$ cat src/rtl/fpg_pkg.sv
package fpg_pkg;
  localparam int CFG_DW   = 16;
  localparam int POS_W    = 3;
  localparam int WID_W    = 6;
  localparam int POS_LSB  = 0;
  localparam int WID_LSB  = 8;

  typedef enum logic [1:0] {
    ST_IDLE  = 2'd0,
    ST_DELAY = 2'd1,
    ST_HIGH  = 2'd2,
    ST_LINE  = 2'd3
  } fpg_state_e;
endpackage

$ cat src/rtl/fpg_cfg_regs.sv
module fpg_cfg_regs #(
  parameter int DATA_W  = 16,
  parameter int POS_W   = 3,
  parameter int WID_W   = 6,
  parameter int POS_LSB = 0,
  parameter int WID_LSB = 8
) (
  input  logic              clk,
  input  logic              rst,
  input  logic              we,
  input  logic [DATA_W-1:0] wdata,
  output logic [DATA_W-1:0] rdata,
  output logic [POS_W-1:0]  pos,
  output logic [WID_W-1:0]  wid
);
  logic [POS_W-1:0] pos_q;
  logic [WID_W-1:0] wid_q;

  always_ff @(posedge clk) begin
    if (rst) begin
      pos_q <= '0;
      wid_q <= '0;
    end else if (we) begin
      pos_q <= wdata[POS_LSB +: POS_W];
      wid_q <= wdata[WID_LSB +: WID_W];
    end
  end

  always_comb begin
    rdata = '0;
    rdata[POS_LSB +: POS_W] = pos_q;
    rdata[WID_LSB +: WID_W] = wid_q;
  end

  assign pos = pos_q;
  assign wid = wid_q;
endmodule

$ cat src/rtl/fpg_frame_track.sv
module fpg_frame_track (
  input  logic clk,
  input  logic rst,
  input  logic line_ref,
  input  logic frame_start,
  output logic first_line
);
  logic pend_q;

  always_ff @(posedge clk) begin
    if (rst)           pend_q <= 1'b0;
    else if (line_ref) pend_q <= 1'b0;
    else if (frame_start) pend_q <= 1'b1;
  end

  assign first_line = line_ref & (pend_q | frame_start);
endmodule

$ cat src/rtl/fpg_pulse_fsm.sv
module fpg_pulse_fsm
  import fpg_pkg::*;
#(
  parameter int POS_W = 3,
  parameter int WID_W = 6
) (
  input  logic             clk,
  input  logic             rst,
  input  logic             tick,
  input  logic             line_ref,
  input  logic             start,
  input  logic             prog_en,
  input  logic [POS_W-1:0] pos,
  input  logic [WID_W-1:0] wid,
  output logic             flm
);
  localparam logic [POS_W-1:0] POS_ONE = POS_W'(1);
  localparam logic [WID_W-1:0] WID_ONE = WID_W'(1);

  fpg_state_e       st_q;
  logic [POS_W-1:0] pcnt_q;
  logic [WID_W-1:0] wcnt_q;
  logic [WID_W-1:0] wid_lat_q;
  logic             flm_q;

  always_ff @(posedge clk) begin
    if (rst) begin
      st_q      <= ST_IDLE;
      pcnt_q    <= '0;
      wcnt_q    <= '0;
      wid_lat_q <= '0;
      flm_q     <= 1'b0;
    end else begin
      unique case (st_q)
        ST_IDLE: begin
          if (start) begin
            if (prog_en) begin
              if (wid != '0) begin
                wid_lat_q <= wid;
                if (pos == '0) begin
                  st_q   <= ST_HIGH;
                  wcnt_q <= wid;
                  flm_q  <= 1'b1;
                end else begin
                  st_q   <= ST_DELAY;
                  pcnt_q <= pos;
                end
              end
            end else begin
              st_q  <= ST_LINE;
              flm_q <= 1'b1;
            end
          end
        end
        ST_DELAY: begin
          if (tick) begin
            if (pcnt_q == POS_ONE) begin
              st_q   <= ST_HIGH;
              wcnt_q <= wid_lat_q;
              flm_q  <= 1'b1;
            end else begin
              pcnt_q <= pcnt_q - POS_ONE;
            end
          end
        end
        ST_HIGH: begin
          if (tick) begin
            if (wcnt_q == WID_ONE) begin
              st_q  <= ST_IDLE;
              flm_q <= 1'b0;
            end else begin
              wcnt_q <= wcnt_q - WID_ONE;
            end
          end
        end
        ST_LINE: begin
          if (line_ref) begin
            st_q  <= ST_IDLE;
            flm_q <= 1'b0;
          end
        end
        default: begin
          st_q  <= ST_IDLE;
          flm_q <= 1'b0;
        end
      endcase
    end
  end

  assign flm = flm_q;
endmodule

$ cat src/rtl/frame_pulse_gen.sv
module frame_pulse_gen
  import fpg_pkg::*;
#(
  parameter int DATA_W  = CFG_DW,
  parameter int POS_BITS = POS_W,
  parameter int WID_BITS = WID_W,
  parameter int POS_AT  = POS_LSB,
  parameter int WID_AT  = WID_LSB
) (
  input  logic              clk,
  input  logic              rst,
  input  logic              cfg_we,
  input  logic [DATA_W-1:0] cfg_wdata,
  output logic [DATA_W-1:0] cfg_rdata,
  input  logic              line_tick,
  input  logic              line_ref,
  input  logic              frame_start,
  input  logic              dot_mode,
  input  logic              prog_panel,
  output logic              flm
);
  logic [POS_BITS-1:0] pos_f;
  logic [WID_BITS-1:0] wid_f;
  logic                first_line;
  logic                prog_en;

  assign prog_en = dot_mode & prog_panel;

  fpg_cfg_regs #(
    .DATA_W (DATA_W),
    .POS_W  (POS_BITS),
    .WID_W  (WID_BITS),
    .POS_LSB(POS_AT),
    .WID_LSB(WID_AT)
  ) u_regs (
    .clk  (clk),
    .rst  (rst),
    .we   (cfg_we),
    .wdata(cfg_wdata),
    .rdata(cfg_rdata),
    .pos  (pos_f),
    .wid  (wid_f)
  );

  fpg_frame_track u_track (
    .clk        (clk),
    .rst        (rst),
    .line_ref   (line_ref),
    .frame_start(frame_start),
    .first_line (first_line)
  );

  fpg_pulse_fsm #(
    .POS_W(POS_BITS),
    .WID_W(WID_BITS)
  ) u_fsm (
    .clk     (clk),
    .rst     (rst),
    .tick    (line_tick),
    .line_ref(line_ref),
    .start   (first_line),
    .prog_en (prog_en),
    .pos     (pos_f),
    .wid     (wid_f),
    .flm     (flm)
  );
endmodule

$ cat config.mk
export PLATFORM = sky130hd
export DESIGN_NAME = frame_pulse_gen
export DESIGN_NICKNAME = d
export VERILOG_FILES = /design/src/rtl/fpg_pkg.sv /design/src/rtl/fpg_cfg_regs.sv /design/src/rtl/fpg_frame_track.sv /design/src/rtl/fpg_pulse_fsm.sv /design/src/rtl/frame_pulse_gen.sv
export SDC_FILE = /design/constraint.sdc
export NUM_CORES = 1
export LEC_CHECK = 0
export CORE_UTILIZATION = 60
export CTS_BUF_LIST = sky130_fd_sc_hd__clkbuf_8
export DETAILED_ROUTE_END_ITERATION = 10
export DONT_BUFFER_PORTS = 1
export GPL_TIMING_DRIVEN = 0
export PLACE_DENSITY = 0.73
export SETUP_SLACK_MARGIN = 0.1
export SKIP_CTS_REPAIR_TIMING = 1
export SYNTH_ARGS = -nofsm -noshare
export SYNTH_HDL_FRONTEND = slang
export SYNTH_SLANG_ARGS = --single-unit
$ cat constraint.sdc
create_clock -name clk -period 5.3 [get_ports clk]
set_clock_uncertainty 0.2 [all_clocks]
set_input_delay 0.265 -clock clk [delete_from_list [all_inputs] [get_ports clk]]
set_output_delay 0.265 -clock clk [all_outputs]
set_load 0.1 [all_outputs]
; ---- After elaboration in Yosys (flattened, before gate mapping)
; Cells that the tools add are included.
[op_classes]
n_bitwise = 3
n_eq_ne = 19
n_mux = 36
n_reduce_logical = 11
add_sub_neg = 2
[ops]
columns = cell, count
row1 = $mux 6, 8
row2 = $mux 2, 9
row3 = $mux 3, 6
row4 = $pmux 6 s3, 1
row5 = $ne 2x2->1 const B, 8
row6 = $reduce_and 7->1, 2
row7 = $mux 1, 9
row8 = $reduce_and 9->1, 1
row9 = $ne 2x1->1 const B, 4
row10 = $pmux 2 s4, 1
row11 = $reduce_and 8->1, 1
row12 = $eq 6x1->1 const B, 1
row13 = $ne 3x2->1 const B, 2
row14 = $pmux 3 s2, 1
row15 = $reduce_bool 6->1, 1
row16 = $sub 6x1->6 const B, 1
row17 = $eq 2x2->1 const B, 2
row18 = $pmux 1 s4, 1
row19 = $reduce_and 4->1, 1
row20 = $eq 3x1->1 const B, 1
row21 = $logic_not 3->1, 1
row22 = $reduce_bool 3->1, 1
row23 = $sub 3x1->3 const B, 1
row24 = $and 1x1->1, 2
row25 = 5 further kinds, 5
[totals]
inputBits = 24
word_cells = 79
out_inout_bits = 17
regBits = 28

; ---- Depth between registers and ports, before layout
; Gate-level depths: netlist (run 1).
[logic_depth]
ltp_word = 6
ltp_mapped = 8
mapped_depth_nobuf = 7

; ---- By module
; Synthesis (run 1) repeated with hierarchy kept, for this count alone.
[unflattened]
cells_unflattened = 207
area_unflattened_um2 = 1750.4
[modules_own_cells]
columns = mod, area_per_inst_um2, cells_each, instances, seq_area_each_um2
row1 = fpg_pulse_fsm, 1258.7, 156, 1, 360.3
row2 = fpg_cfg_regs, 442.9, 46, 1, 180.2
row3 = fpg_frame_track, 42.5, 4, 1, 20.0
row4 = frame_pulse_gen, 6.3, 1, 1, 0.0

; ---- Worst setup path before layout (run 1)
; Ideal clock, no wire load.
[synth_timing]
path_kind = flip-flop to flip-flop
from = reg u_regs.wid_q[3] (netlist: u_regs.wid[3])
to = reg u_fsm.wcnt_q[2]
setup_slack_ns = 2.833
period_less_slack_ns = 2.467
required_ns = 5.029
setup_ns = 0.071
n_path_buf = 0
stages_incl_launch_ff = 6
t_arrival_ns = 2.197
path_cell_list = dfxtp_1 nor2_1 a21boi_4 a31oi_4 or4_1 a21oi_1
[synth_via]
elab_chain_cells = 3
[synth_lines]
columns = element, line_no
row1 = from (decl), fpg_cfg_regs.sv:17  ; logic [WID_W-1:0] wid_q;
row2 = from (signal assigned), fpg_cfg_regs.sv:25  ; wid_q <= wdata[WID_LSB +: WID_W];
row3 = $reduce_bool 6->1, fpg_pulse_fsm.sv:38  ; if (wid != '0) begin
row4 = $ne 2x1->1 (no line), --
row5 = $reduce_and 9->1 (no line), --
row6 = to (signal assigned), fpg_pulse_fsm.sv:42  ; wcnt_q <= wid;
row7 = to (signal assigned), fpg_pulse_fsm.sv:59  ; wcnt_q <= wid_lat_q;
row8 = to (signal assigned), fpg_pulse_fsm.sv:72  ; wcnt_q <= wcnt_q - WID_ONE;
row9 = to (decl), fpg_pulse_fsm.sv:22  ; logic [WID_W-1:0] wcnt_q;
; No other way between the ends.
; A chain may end at the register's enable or synchronous reset.

; ---- Final worst setup path (run 1)
[layout_timing]
from = reg u_regs.wid_q[3] (netlist: u_regs.wid[3])
to = reg u_fsm.wcnt_q[0]
; The elaborated chain is that of the path after synthesis.

==> out/metrics.csv, run 1 <==
stage,metric,value,unit
run_status,status,"finished, final reports clean",
cells_and_area,syn_to_final_growth,15.3,%
worst_setup_path,cpMaxStageDelayCell,dfxtp_1,
route,vias,1410,
yosys,synth_seq_cells,28,
route,antenna_left,0,
yosys,yosysSeqAreaShare,34.0,%
clock_network,clk_latency,0.27,ns
worst_setup_path,cp.depth,5,
worst_setup_path,path_delay_family,flip-flops,
worst_setup_path,crit_buf_inv,0,
cells_and_area,fillers,193,
yosys,synth_area_leaders,"dfxtp_1 (34%), mux2i_1 (9.1%), nor2_1 (7.1%)",
placement,place_congestion,0.913,
route,drt-met1-wl,1740,um
clock_network,path_clk_slew,0.10,ns
power,power.density,428,mW/mm^2
worst_setup_path,worst_setup_path_start_kind,flop,
job,maxCapViolations,0,
cells_and_area,num-nets-final,248,
placement,place_inst,228,
cells_and_area,final_util,74.7,%
floorplanning,rows,18,
sta,max_freq,0.372,GHz
sta,rsz0062_at_grt,no,
floorplanning,die-area,0.00296,sq mm
route,first_pass_iters,5,
global_route,grt_max_degree,17,
cells_and_area,insertedDiodeCount,0,
clock_network,cts.sinks,28,
clock_network,cts_tree,yes,
yosys,synth_edf_count,0,
global_route,grt_pass1_vias,1184,
global_route,gr-total-overflow,0,
worst_setup_path,crit_path_max_incr_delay,1.06,ns
worst_setup_path,critical_path_required,5.31,ns
yosys,syn-cell-area,0.00165,sq mm
yosys,yosysTopAreaCellShare,34.0,%
power,peakVddDrop,0.320,mV
cells_and_area,multi_input_area,986,sq um
floorplanning,io_pins,41,
route,wl_met3,179,um
power,cellLeakagePower,0.754,nW
worst_setup_path,critPathCaptureType,flop,
route,topRoutingLayerUsed,met4,
placement,io_buffers,0,
route,remaining_drc_errors,0,
sta,min_period,2.68,ns
clock_network,htree_levels,1,
floorplanning,core_region_area,0.00254,sq mm
cells_and_area,stdcell_count,244,
yosys,synthFlopType,dfxtp_1,
placement,dp_hpwl,2640,um
clock_network,clock_path_buffers,2,
sta,hold_viol,0,
placement,pre_cts_ws,2.67,ns
worst_setup_path,ff2ff_path_depth,5,
yosys,async_flop_share,0,%
sta,tns,0,ns
route,wl_per_cell,14.9,um
yosys,synthCells,192,
worst_setup_path,r2r-end,u_fsm.wcnt_q[0],
yosys,synth_cell_types,46,
route,routed_wl,3640,um
worst_setup_path,arrival,2.70,ns
route,drt_iter0_markers,29,
cells_and_area,seq_area,561,sq um
sta,fin_crit_sh,50.7,%
yosys,synth_warnings,0,
worst_setup_path,crit_type,flop to flop,
sta,worst_slack,2.62,ns
clock_network,numCtsBuffers,3,
sta,setup_violations,0,
route,viasPerCell,5.78,
worst_setup_path,crit_end,u_fsm.wcnt_q[0],
global_route,track_usage,24.6,%
yosys,synth_area_per_cell,8.59,sq um
worst_setup_path,worstReg2RegStart,u_regs.wid[3],
worst_setup_path,path_cells,nor2_1 -> a21boi_4 -> a31oi_4 -> or4_1 -> a21oi_1,
route,route.met2.wl,1690,um
floorplanning,die_h,54.4,um
sta,relSlewSlack,25.0,%
worst_setup_path,critPathLaunch,u_regs.wid[3],
worst_setup_path,crit_path_max_fanout,9,
global_route,antenna_found_initial,0,
sta,worst_pin_slew,1.12,ns
cells_and_area,drive_above_1_share,9.81,%
sta,drv_slew,0,
floorplanning,initial_core_util,64.8,%
worst_setup_path,r2r_setup_slack,2.62,ns
hold_path,hp-class,input pin to flop,
floorplanning,fp.dieW,54.4,um
yosys,synth_top_area_cell,dfxtp_1,
clock_network,cts_root_buffer,clkbuf_8,
global_route,grt_pass1_wl,5210,um
## power breakdown
part | internal (mW) | switching [mW] | leakage [nW]
registers | 0.237 | 0.0762 | 0.229
clock network | 0.101 | 0.0677 | 0.0357
logic | 0.131 | 0.200 | 0.489
## synth_stat cells, drive strengths merged, types with 3 or more instances
master and n:
nor2 31, dfxtp 28, mux2i 15, inv 12, o21ai 10, a21oi 9, ha 9, buf 8
nand2 8, clkbuf 6, nand2b 6, nor2b 4, nor3 4, a221oi 3, nand3 3, o2111ai 3
or3 3, or4 3, xor2 3
## cells in the final DEF, fill, tap and decap left out, types with 2 or more instances in the layout
| cell | n |
|---|---|
| nor2b_1 | 4 |
| o21ai_0 | 9 |
| conb_1 | 7 |
| o211ai_1 | 2 |
| nor3_1 | 3 |
| dfxtp_1 | 28 |
| nand2_1 | 8 |
| inv_1 | 12 |
| a221oi_1 | 3 |
| or3_1 | 3 |
| or4_1 | 3 |
| xor2_1 | 3 |
| clkbuf_8 | 3 |
| clkbuf_1 | 6 |
| nand2b_1 | 6 |
| a221o_1 | 2 |
| ha_1 | 9 |
| o2111ai_1 | 3 |
| a21oi_1 | 8 |
| nor2_1 | 31 |
| dlygate4sd3_1 | 12 |
| buf_4 | 7 |
| nand3_1 | 2 |
| mux2i_1 | 15 |
## worst register-to-register path, stage by stage, from the launching register on
cell and delay, ns:
dfxtp_1 1.06, nor2_1 0.26, a21boi_4 0.26, a31oi_4 0.17, or4_1 0.54, a21oi_1 0.13
## sequential cells by signal, indices dropped and copies added, names as in the netlist
register,count
u_fsm.flm,1
u_fsm.pcnt_q,3
u_fsm.st_q,2
u_fsm.wcnt_q,6
u_fsm.wid_lat_q,6
u_regs.pos,3
u_regs.wid,6
u_track.pend_q,1
## per-layer routing
metal / global-route usage, % / up-vias
met1: 33.3 / 645
met4: 5.98 / 0
met5: 0 / -
met3: 4.72 / 4
li1: - / 705
met2: 40.0 / 56
## worst min-delay path by stage
| stage | startpoint | to | cells past startpoint |
|---|---|---|---|
| 4_1_cts | line_ref | u_track.pend_q | 1 |
| 6_report | prog_panel | u_fsm.st_q[0] | 4 |
| 3_3_place_gp | line_ref | u_track.pend_q | 1 |
| 2_1_floorplan | line_ref | u_track.pend_q | 1 |
| 5_1_grt | prog_panel | u_fsm.st_q[0] | 4 |
| 3_5_place_dp | line_ref | u_track.pend_q | 1 |
## metrics by stage
stage | total power [mW] | cell area [sq um] | hold WS, ns
2_1_floorplan | 0.572 | 1670 | 0.144
3_3_place_gp | 0.627 | 1710 | 0.147
3_5_place_dp | 0.636 | 1710 | 0.149
4_1_cts | 0.805 | 1780 | -0.149
5_1_grt | 0.860 | 1900 | 0.143
6_report | 0.814 | 1900 | 0.124
## area by class of cell
type                            instances  share of cell area, %
Buffer                                 14                   4.21
Clock inverter                          1                   1.58
Inverter                               12                   2.37
Multi-Input combinational cell        144                   51.9
Timing Repair Buffer                   12                   6.32
Clock buffer                            3                   2.17
Tap cell                               30                   1.97
Sequential cell                        28                   29.5
## logic make-up (layout without fill, tap and decap cells)
| kind of cell | count (synthesis) | count (layout) | synth area share, % |
|---|---|---|---|
| other | 1 | 7 | 0.227 |
| buffers and inverters | 26 | 42 | 7.59 |
| adders and majority gates | 9 | 9 | 6.83 |
| and+or+nand+nor | 68 | 68 | 21.1 |
| AOI/OAI and AO/OA | 40 | 40 | 18.4 |
| DFF | 28 | 28 | 34.0 |
| xor gates and xnor gates | 4 | 4 | 2.12 |
| muxes | 16 | 16 | 9.79 |
Note: power is estimated with default switching activity, not from simulation.
==> inputs of run 2 (changes only) <==
--- a/config.mk
+++ b/config.mk
@@ -5,12 +5,12 @@
 export SDC_FILE = /design/constraint.sdc
 export NUM_CORES = 1
 export LEC_CHECK = 0
-export CORE_UTILIZATION = 60
+export CORE_UTILIZATION = 59
 export CTS_BUF_LIST = sky130_fd_sc_hd__clkbuf_8
 export DETAILED_ROUTE_END_ITERATION = 10
 export DONT_BUFFER_PORTS = 1
 export GPL_TIMING_DRIVEN = 0
-export PLACE_DENSITY = 0.73
+export PLACE_DENSITY = 0.75
 export SETUP_SLACK_MARGIN = 0.1
 export SKIP_CTS_REPAIR_TIMING = 1
 export SYNTH_ARGS = -nofsm -noshare
==> constraint.sdc (replaced) <==
create_clock -name clk -period 2.35 [get_ports clk]
set_clock_uncertainty 0.2 [all_clocks]
set_input_delay 0.1175 -clock clk [delete_from_list [all_inputs] [get_ports clk]]
set_output_delay 0.1175 -clock clk [all_outputs]
set_load 0.1 [all_outputs]
==> out/metrics.csv, run 2 (same netlist as run 1, synthesis figures left out) <==
stage,metric,value,unit,change
run_status,status,"complete, but fails checks",,"was finished, final reports clean"
run_status,violations,negative hold slack,,
clock_network,clk_latency,0.28,ns,was 0.27 ns
clock_network,path_clk_slew,0.10,ns,about the same
floorplanning,die-area,0.00301,sq mm,was 0.00296 sq mm
sta,worst_pin_slew,0.957,ns,was 1.12 ns
sta,drv_slew,0,,unchanged
placement,place_inst,228,,unchanged
worst_setup_path,critPathCaptureType,flop,,unchanged
floorplanning,io_pins,41,,unchanged
hold_path,min_path_cells,3,,was 4
route,remaining_drc_errors,0,,unchanged
power,power.density,970,mW/mm^2,was 428 mW/mm^2
cells_and_area,layout_commonest_cell,nor2_1,,unchanged
hold_path,hold_start,prog_panel,,unchanged
route,wl_per_cell,16.6,um,was 14.9 um
power,peakVddDrop,0.765,mV,was 0.320 mV
global_route,track_usage,25.9,%,was 24.6%
worst_setup_path,ff2ff_path_depth,8,,was 5
placement,place_area,0.00172,sq mm,was 0.00171 sq mm
floorplanning,fp.dieW,54.9,um,was 54.4 um
clock_network,cts.sinks,28,,unchanged
worst_setup_path,crit_type,flop to flop,,unchanged
cells_and_area,syn_to_final_growth,24.6,%,was 15.3%
worst_setup_path,arrival,2.31,ns,was 2.70 ns
route,vias,1547,,was 1410
worst_setup_path,worstReg2RegStart,u_fsm.st_q[1],,was u_regs.wid[3]
cells_and_area,insertedDiodeCount,0,,unchanged
power,p_int,1.14,mW,was 0.470 mW
cells_and_area,num-nets-final,257,,was 248
job,maxCapViolations,0,,unchanged
global_route,grt_max_degree,17,,unchanged
route,routed_wl,4190,um,was 3640 um
worst_setup_path,crit_path_max_fanout,9,,unchanged
placement,io_buffers,0,,unchanged
floorplanning,initial_core_util,64.2,%,was 64.8%
cells_and_area,mostFrequentLayoutCells,"nor2_1 (31), dfxtp_1 (17), mux2i_1 (15)",,"was nor2_1 (31), dfxtp_1 (28), mux2i_1 (15)"
floorplanning,die_h,54.9,um,was 54.4 um
worst_setup_path,worst_setup_path_start_kind,flop,,unchanged
clock_network,cts_root_buffer,clkbuf_8,,unchanged
worst_setup_path,critPathLaunch,u_fsm.st_q[1],,was u_regs.wid[3]
route,drt_iter0_markers,72,,was 29
global_route,grt_pass1_wl,5460,um,was 5210 um
placement,dp_hpwl,2670,um,was 2640 um
sta,hold_viol,2,,was 0
sta,rsz0062_at_grt,yes,,was no
hold_path,hp-class,input pin to flop,,unchanged
worst_setup_path,critical_path_required,2.37,ns,was 5.31 ns
sta,hold-worst-slack,-0.0196,ns,was 0.124 ns
cells_and_area,final_util,80.0,%,was 74.7%
sta,setup_violations,0,,unchanged
cells_and_area,stdcell_count,253,,was 244
floorplanning,core_region_area,0.00257,sq mm,was 0.00254 sq mm
floorplanning,rows,18,,unchanged
clock_network,clock_path_buffers,2,,unchanged
route,first_pass_iters,4,,was 5
power,clock_power_share,19.5,%,was 20.7%
cells_and_area,drive_above_1_share,18.8,%,was 9.81%
power,cellLeakagePower,0.811,nW,was 0.754 nW
power,power,1.99,mW,was 0.814 mW
sta,fin_crit_sh,97.5,%,was 50.7%
clock_network,cts_tree,yes,,unchanged
global_route,grt_pass1_vias,1211,,was 1184
power,pwr-share-comb,44.7,%,was 40.7%
power,p_seq_share,35.8,%,was 38.5%
route,viasPerCell,6.11,,was 5.78
sta,min_period,2.29,ns,was 2.68 ns
clock_network,htree_levels,1,,unchanged
sta,max_freq,0.437,GHz,was 0.372 GHz
global_route,antenna_found_initial,0,,unchanged
route,antenna_left,0,,unchanged
power,p_sw_share,42.6,%,was 42.3%
clock_network,numCtsBuffers,3,,unchanged
sta,relSlewSlack,36.1,%,was 25.0%
power,p_switching,0.850,mW,was 0.344 mW
placement,place_congestion,0.904,,was 0.913
cells_and_area,stdcell_area,0.00205,sq mm,was 0.00190 sq mm
global_route,gr-total-overflow,0,,unchanged
==> run 2: changes by cell type in the layout (fill, tap and decap cells not counted), sizes merged <==
cell	before	now
dlygate4sd3	12	14
nand3	3	4
buf	8	14
==> run 2: layout make-up <==
cell class / count / area (sq um)
buffer: 14 / 83.8
timing repair buffer: 20 / 185
clock inverter: 1 / 30.0
sequential: 28 / 597
clock buffer: 3 / 41.3
multi-input combinational: 145 / 1030
tap: 30 / 37.5
fill: 171 / 513
inverter: 12 / 45.0
==> run 2: worst max-delay path, cell delays in order, from the launching register on <==
cell     delay, ns
dfxtp_4       0.37
inv_1         0.06
ha_1          0.18
buf_4         0.17
nor2b_1       0.17
a21oi_4       0.23
nand3_4       0.13
or4_1         0.56
a21oi_1       0.16
==> run 2: final timing paths <==
check | end | slack (ns)
min | u_fsm.st_q[1] | -0.02
max reg2reg | u_fsm.wcnt_q[2] | 0.06
min reg2reg | u_fsm.pcnt_q[1] | 0.26
max | u_fsm.wcnt_q[2] | 0.06
==> run 2: stage by stage <==
| step | hold WS (ns) | TNS, ns | setup WS (ns) |
|---|---|---|---|
| 2_1_floorplan | -0.00319 | 0 | 0.104 |
| 3_3_place_gp | -0.000826 | -0.0664 | -0.0288 |
| 3_5_place_dp | 0.000188 | -0.231 | -0.104 |
| 4_1_cts | -0.303 | -0.299 | -0.126 |
| 5_1_grt | 0.00548 | 0 | 0.00793 |
| 6_report | -0.0196 | 0 | 0.0597 |
==> run 2: routing by layer <==
metal,GRT usage (%),routed length (um)
met1,33.2,1830
met4,10.3,37
met3,6.39,260
met5,0,0
met2,41.0,2070
==> run 2: power by group through the flow <==
stage	Clock [mW]	Combinational [mW]	Sequential [mW]
finish	0.389	0.891	0.712
CTS	0.392	0.718	0.709
global route	0.408	0.954	0.722
global placement	0	0.696	0.717
detailed placement	0	0.708	0.720
floorplan	0	0.588	0.703
==> inputs of run 3 (changes only) <==
--- a/config.mk
+++ b/config.mk
@@ -10,9 +10,10 @@
 export DETAILED_ROUTE_END_ITERATION = 10
 export DONT_BUFFER_PORTS = 1
 export GPL_TIMING_DRIVEN = 0
-export PLACE_DENSITY = 0.75
+export PLACE_DENSITY = 0.79
 export SETUP_SLACK_MARGIN = 0.1
 export SKIP_CTS_REPAIR_TIMING = 1
 export SYNTH_ARGS = -nofsm -noshare
 export SYNTH_HDL_FRONTEND = slang
+export SYNTH_HIERARCHICAL = 1
 export SYNTH_SLANG_ARGS = --single-unit
==> out/metrics.csv, run 3 <==
stage,metric,value,unit,change
placement,io_buffers,0,,unchanged
global_route,grt_pass1_wl,6110,um,was 5460 um
yosys,synth_seq_cells,28,,unchanged
yosys,synth_top_area_cell,dfxtp_1,,unchanged
yosys,synth_xor_area_share,1.50,%,was 2.12%
clock_network,cts_tree,yes,,unchanged
clock_network,cts.sinks,28,,unchanged
sta,max_freq,0.458,GHz,was 0.437 GHz
cells_and_area,syn_to_final_growth,22.4,%,was 24.6%
route,remaining_drc_errors,0,,unchanged
floorplanning,rows,19,,was 18
yosys,synthCells,207,,was 192
worst_setup_path,r2r_setup_slack,0.16,ns,was 0.06 ns
global_route,track_usage,24.3,%,was 25.9%
clock_network,cts_root_buffer,clkbuf_8,,unchanged
cells_and_area,multi_input_area,0.00103,sq mm,about the same
placement,dp_hpwl,2760,um,was 2670 um
sta,relSlewSlack,36.2,%,was 36.1%
power,peakVddDrop,0.747,mV,was 0.765 mV
hold_path,min_path_cells,3,,unchanged
cells_and_area,drive_above_1_share,21.4,%,was 18.8%
sta,worst_pin_slew,0.955,ns,was 0.957 ns
yosys,synthAdderAreaFrac,6.43,%,was 6.83%
yosys,yosys.area_share.simple,22.2,%,was 21.1%
floorplanning,die_h,56.5,um,was 54.9 um
worst_setup_path,worst_setup_path_start_kind,flop,,unchanged
yosys,synth_cell_types,48,,was 46
run_status,violations,negative hold slack,,unchanged
worst_setup_path,ff2ff_path_depth,6,,was 8
route,routed_wl,4190,um,about the same
yosys,async_flop_share,0,%,unchanged
sta,fin_crit_sh,93.0,%,was 97.5%
global_route,grt_max_degree,17,,unchanged
power,power,1.97,mW,was 1.99 mW
yosys,yosysSeqAreaShare,32.0,%,was 34.0%
clock_network,path_clk_slew,0.09,ns,was 0.10 ns
global_route,grt_pass1_vias,1396,,was 1211
cells_and_area,stdcell_count,269,,was 253
sta,setup_violations,0,,unchanged
floorplanning,die-area,0.00319,sq mm,was 0.00301 sq mm
route,antenna_left,0,,unchanged
cells_and_area,insertedDiodeCount,0,,unchanged
yosys,synth_warnings,6,,was 0
cells_and_area,layout_commonest_cell,nor2_1,,unchanged
yosys,synth_edf_count,0,,unchanged
yosys,synth_top_family_by_area,simple AND/OR/NAND/NOR gates,,unchanged
yosys,synth_compound_area_share,16.9,%,was 18.4%
route,first_pass_iters,4,,unchanged
yosys,yosys-top-cells-count,"dfxtp_1 (28), nor2_1 (27), nand2_1 (18), buf_4 (16), mux2i_1 (15)",,"was nor2_1 (31), dfxtp_1 (28), mux2i_1 (15), inv_1 (12)"
power,power.density,921,mW/mm^2,was 970 mW/mm^2
placement,place_inst,244,,was 228
route,viasPerCell,5.83,,was 6.11
yosys,syn-cell-area,0.00175,sq mm,was 0.00165 sq mm
cells_and_area,num-nets-final,272,,was 257
hold_path,hp-class,input pin to flop,,unchanged
worst_setup_path,crit_path_max_fanout,5,,was 9
clock_network,clock_path_buffers,2,,unchanged
cells_and_area,final_util,77.0,%,was 80.0%
worst_setup_path,crit_type,flop to flop,,unchanged
placement,place_congestion,0.810,,was 0.904
yosys,yosysTopAreaCellShare,32.0,%,was 34.0%
clock_network,clk_latency,0.29,ns,was 0.28 ns
cells_and_area,seq_area,581,sq um,was 597 sq um
cells_and_area,fillers,206,,was 171
sta,tns,0,ns,unchanged
sta,hold-worst-slack,-0.0230,ns,was -0.0196 ns
route,wl_per_cell,15.6,um,was 16.6 um
floorplanning,core_region_area,0.00278,sq mm,was 0.00257 sq mm
route,drt_iter0_markers,66,,was 72
worst_setup_path,critical_path_required,2.37,ns,about the same
global_route,antenna_found_initial,0,,unchanged
worst_setup_path,critPathCaptureType,flop,,unchanged
floorplanning,initial_core_util,62.9,%,was 64.2%
clock_network,numCtsBuffers,3,,unchanged
clock_network,htree_levels,1,,unchanged
floorplanning,fp.dieW,56.5,um,was 54.9 um
job,maxCapViolations,0,,unchanged
run_status,status,"complete, but fails checks",,unchanged
yosys,muxShareOfSynthArea,8.58,%,was 9.79%
sta,drv_slew,0,,unchanged
yosys,synth_area_leaders,"dfxtp_1 (32%), mux2i_1 (8.6%), buf_4 (6.9%)",,"was dfxtp_1 (34%), mux2i_1 (9.1%), nor2_1 (7.1%)"
worst_setup_path,arrival,2.20,ns,was 2.31 ns
sta,min_period,2.19,ns,was 2.29 ns
power,cellLeakagePower,0.869,nW,was 0.811 nW
sta,rsz0062_at_grt,no,,was yes
yosys,synthFlopType,dfxtp_1,,unchanged
cells_and_area,mostFrequentLayoutCells,"nor2_1 (27), dfxtp_1 (20), buf_4 (20)",,"was nor2_1 (31), dfxtp_1 (17), mux2i_1 (15)"
global_route,gr-total-overflow,0,,unchanged
route,vias,1567,,was 1547
floorplanning,io_pins,41,,unchanged
yosys,yosys.cell_count.top_type,dfxtp_1,,was nor2_1
sta,hold_viol,5,,was 2
yosys,synth_area_per_cell,8.46,sq um,was 8.59 sq um
[run 3: final timing paths]
kind / start / to
max: u_regs/wid[0] / u_fsm/pcnt_q[0]
min: cfg_we / u_regs/wid[3]
max reg2reg: u_regs/wid[0] / u_fsm/pcnt_q[0]
min reg2reg: u_fsm/pcnt_q[1] / u_fsm/pcnt_q[1]
[run 3: layer usage]
layer / routed length, um / global-route usage (%)
met1: 1690 / 28.7
met2: 2160 / 43.2
met3: 238 / 4.15
met4: 96 / 9.41
met5: 0 / 0
[run 3: stage by stage]
stage	setup WS, ns	cell area [sq um]
floorplan	0.171	1780
global placement	0.0742	1820
detailed placement	0.00573	1820
CTS	-0.0199	1890
global route	0.101	2140
finish	0.165	2140
[run 3: cell type report]
| type | count | share of cell area (%) |
|---|---|---|
| buffer | 25 | 8.00 |
| tap | 31 | 1.81 |
| sequential | 28 | 27.1 |
| timing repair buffer | 22 | 9.81 |
| clock buffer | 3 | 1.93 |
| inverter | 10 | 1.75 |
| clock inverter | 1 | 1.40 |
| multi-input combinational | 149 | 48.2 |
[run 3: cell families after synthesis]
kind of cell	after synthesis
AND/OR/NAND/NOR	76
AO/OA/AOI/OAI	39
buffers and inverters	36
flip-flops	28
multiplexers	15
adder cells (fa/ha/maj)	9
XOR/XNOR	3
other	1
[run 3: critical path: stages (launching register included)]
cell,delay [ns]
dfxtp_2,0.69
buf_4,0.24
nor4_4,0.06
a21boi_4,0.19
a22oi_4,0.09
or4_4,0.53
a21oi_2,0.12
[run 3: power breakdown]
part	internal (mW)	switching, mW
Clock	0.229	0.160
Sequential	0.540	0.163
Combinational	0.357	0.523
Total	1.13	0.846
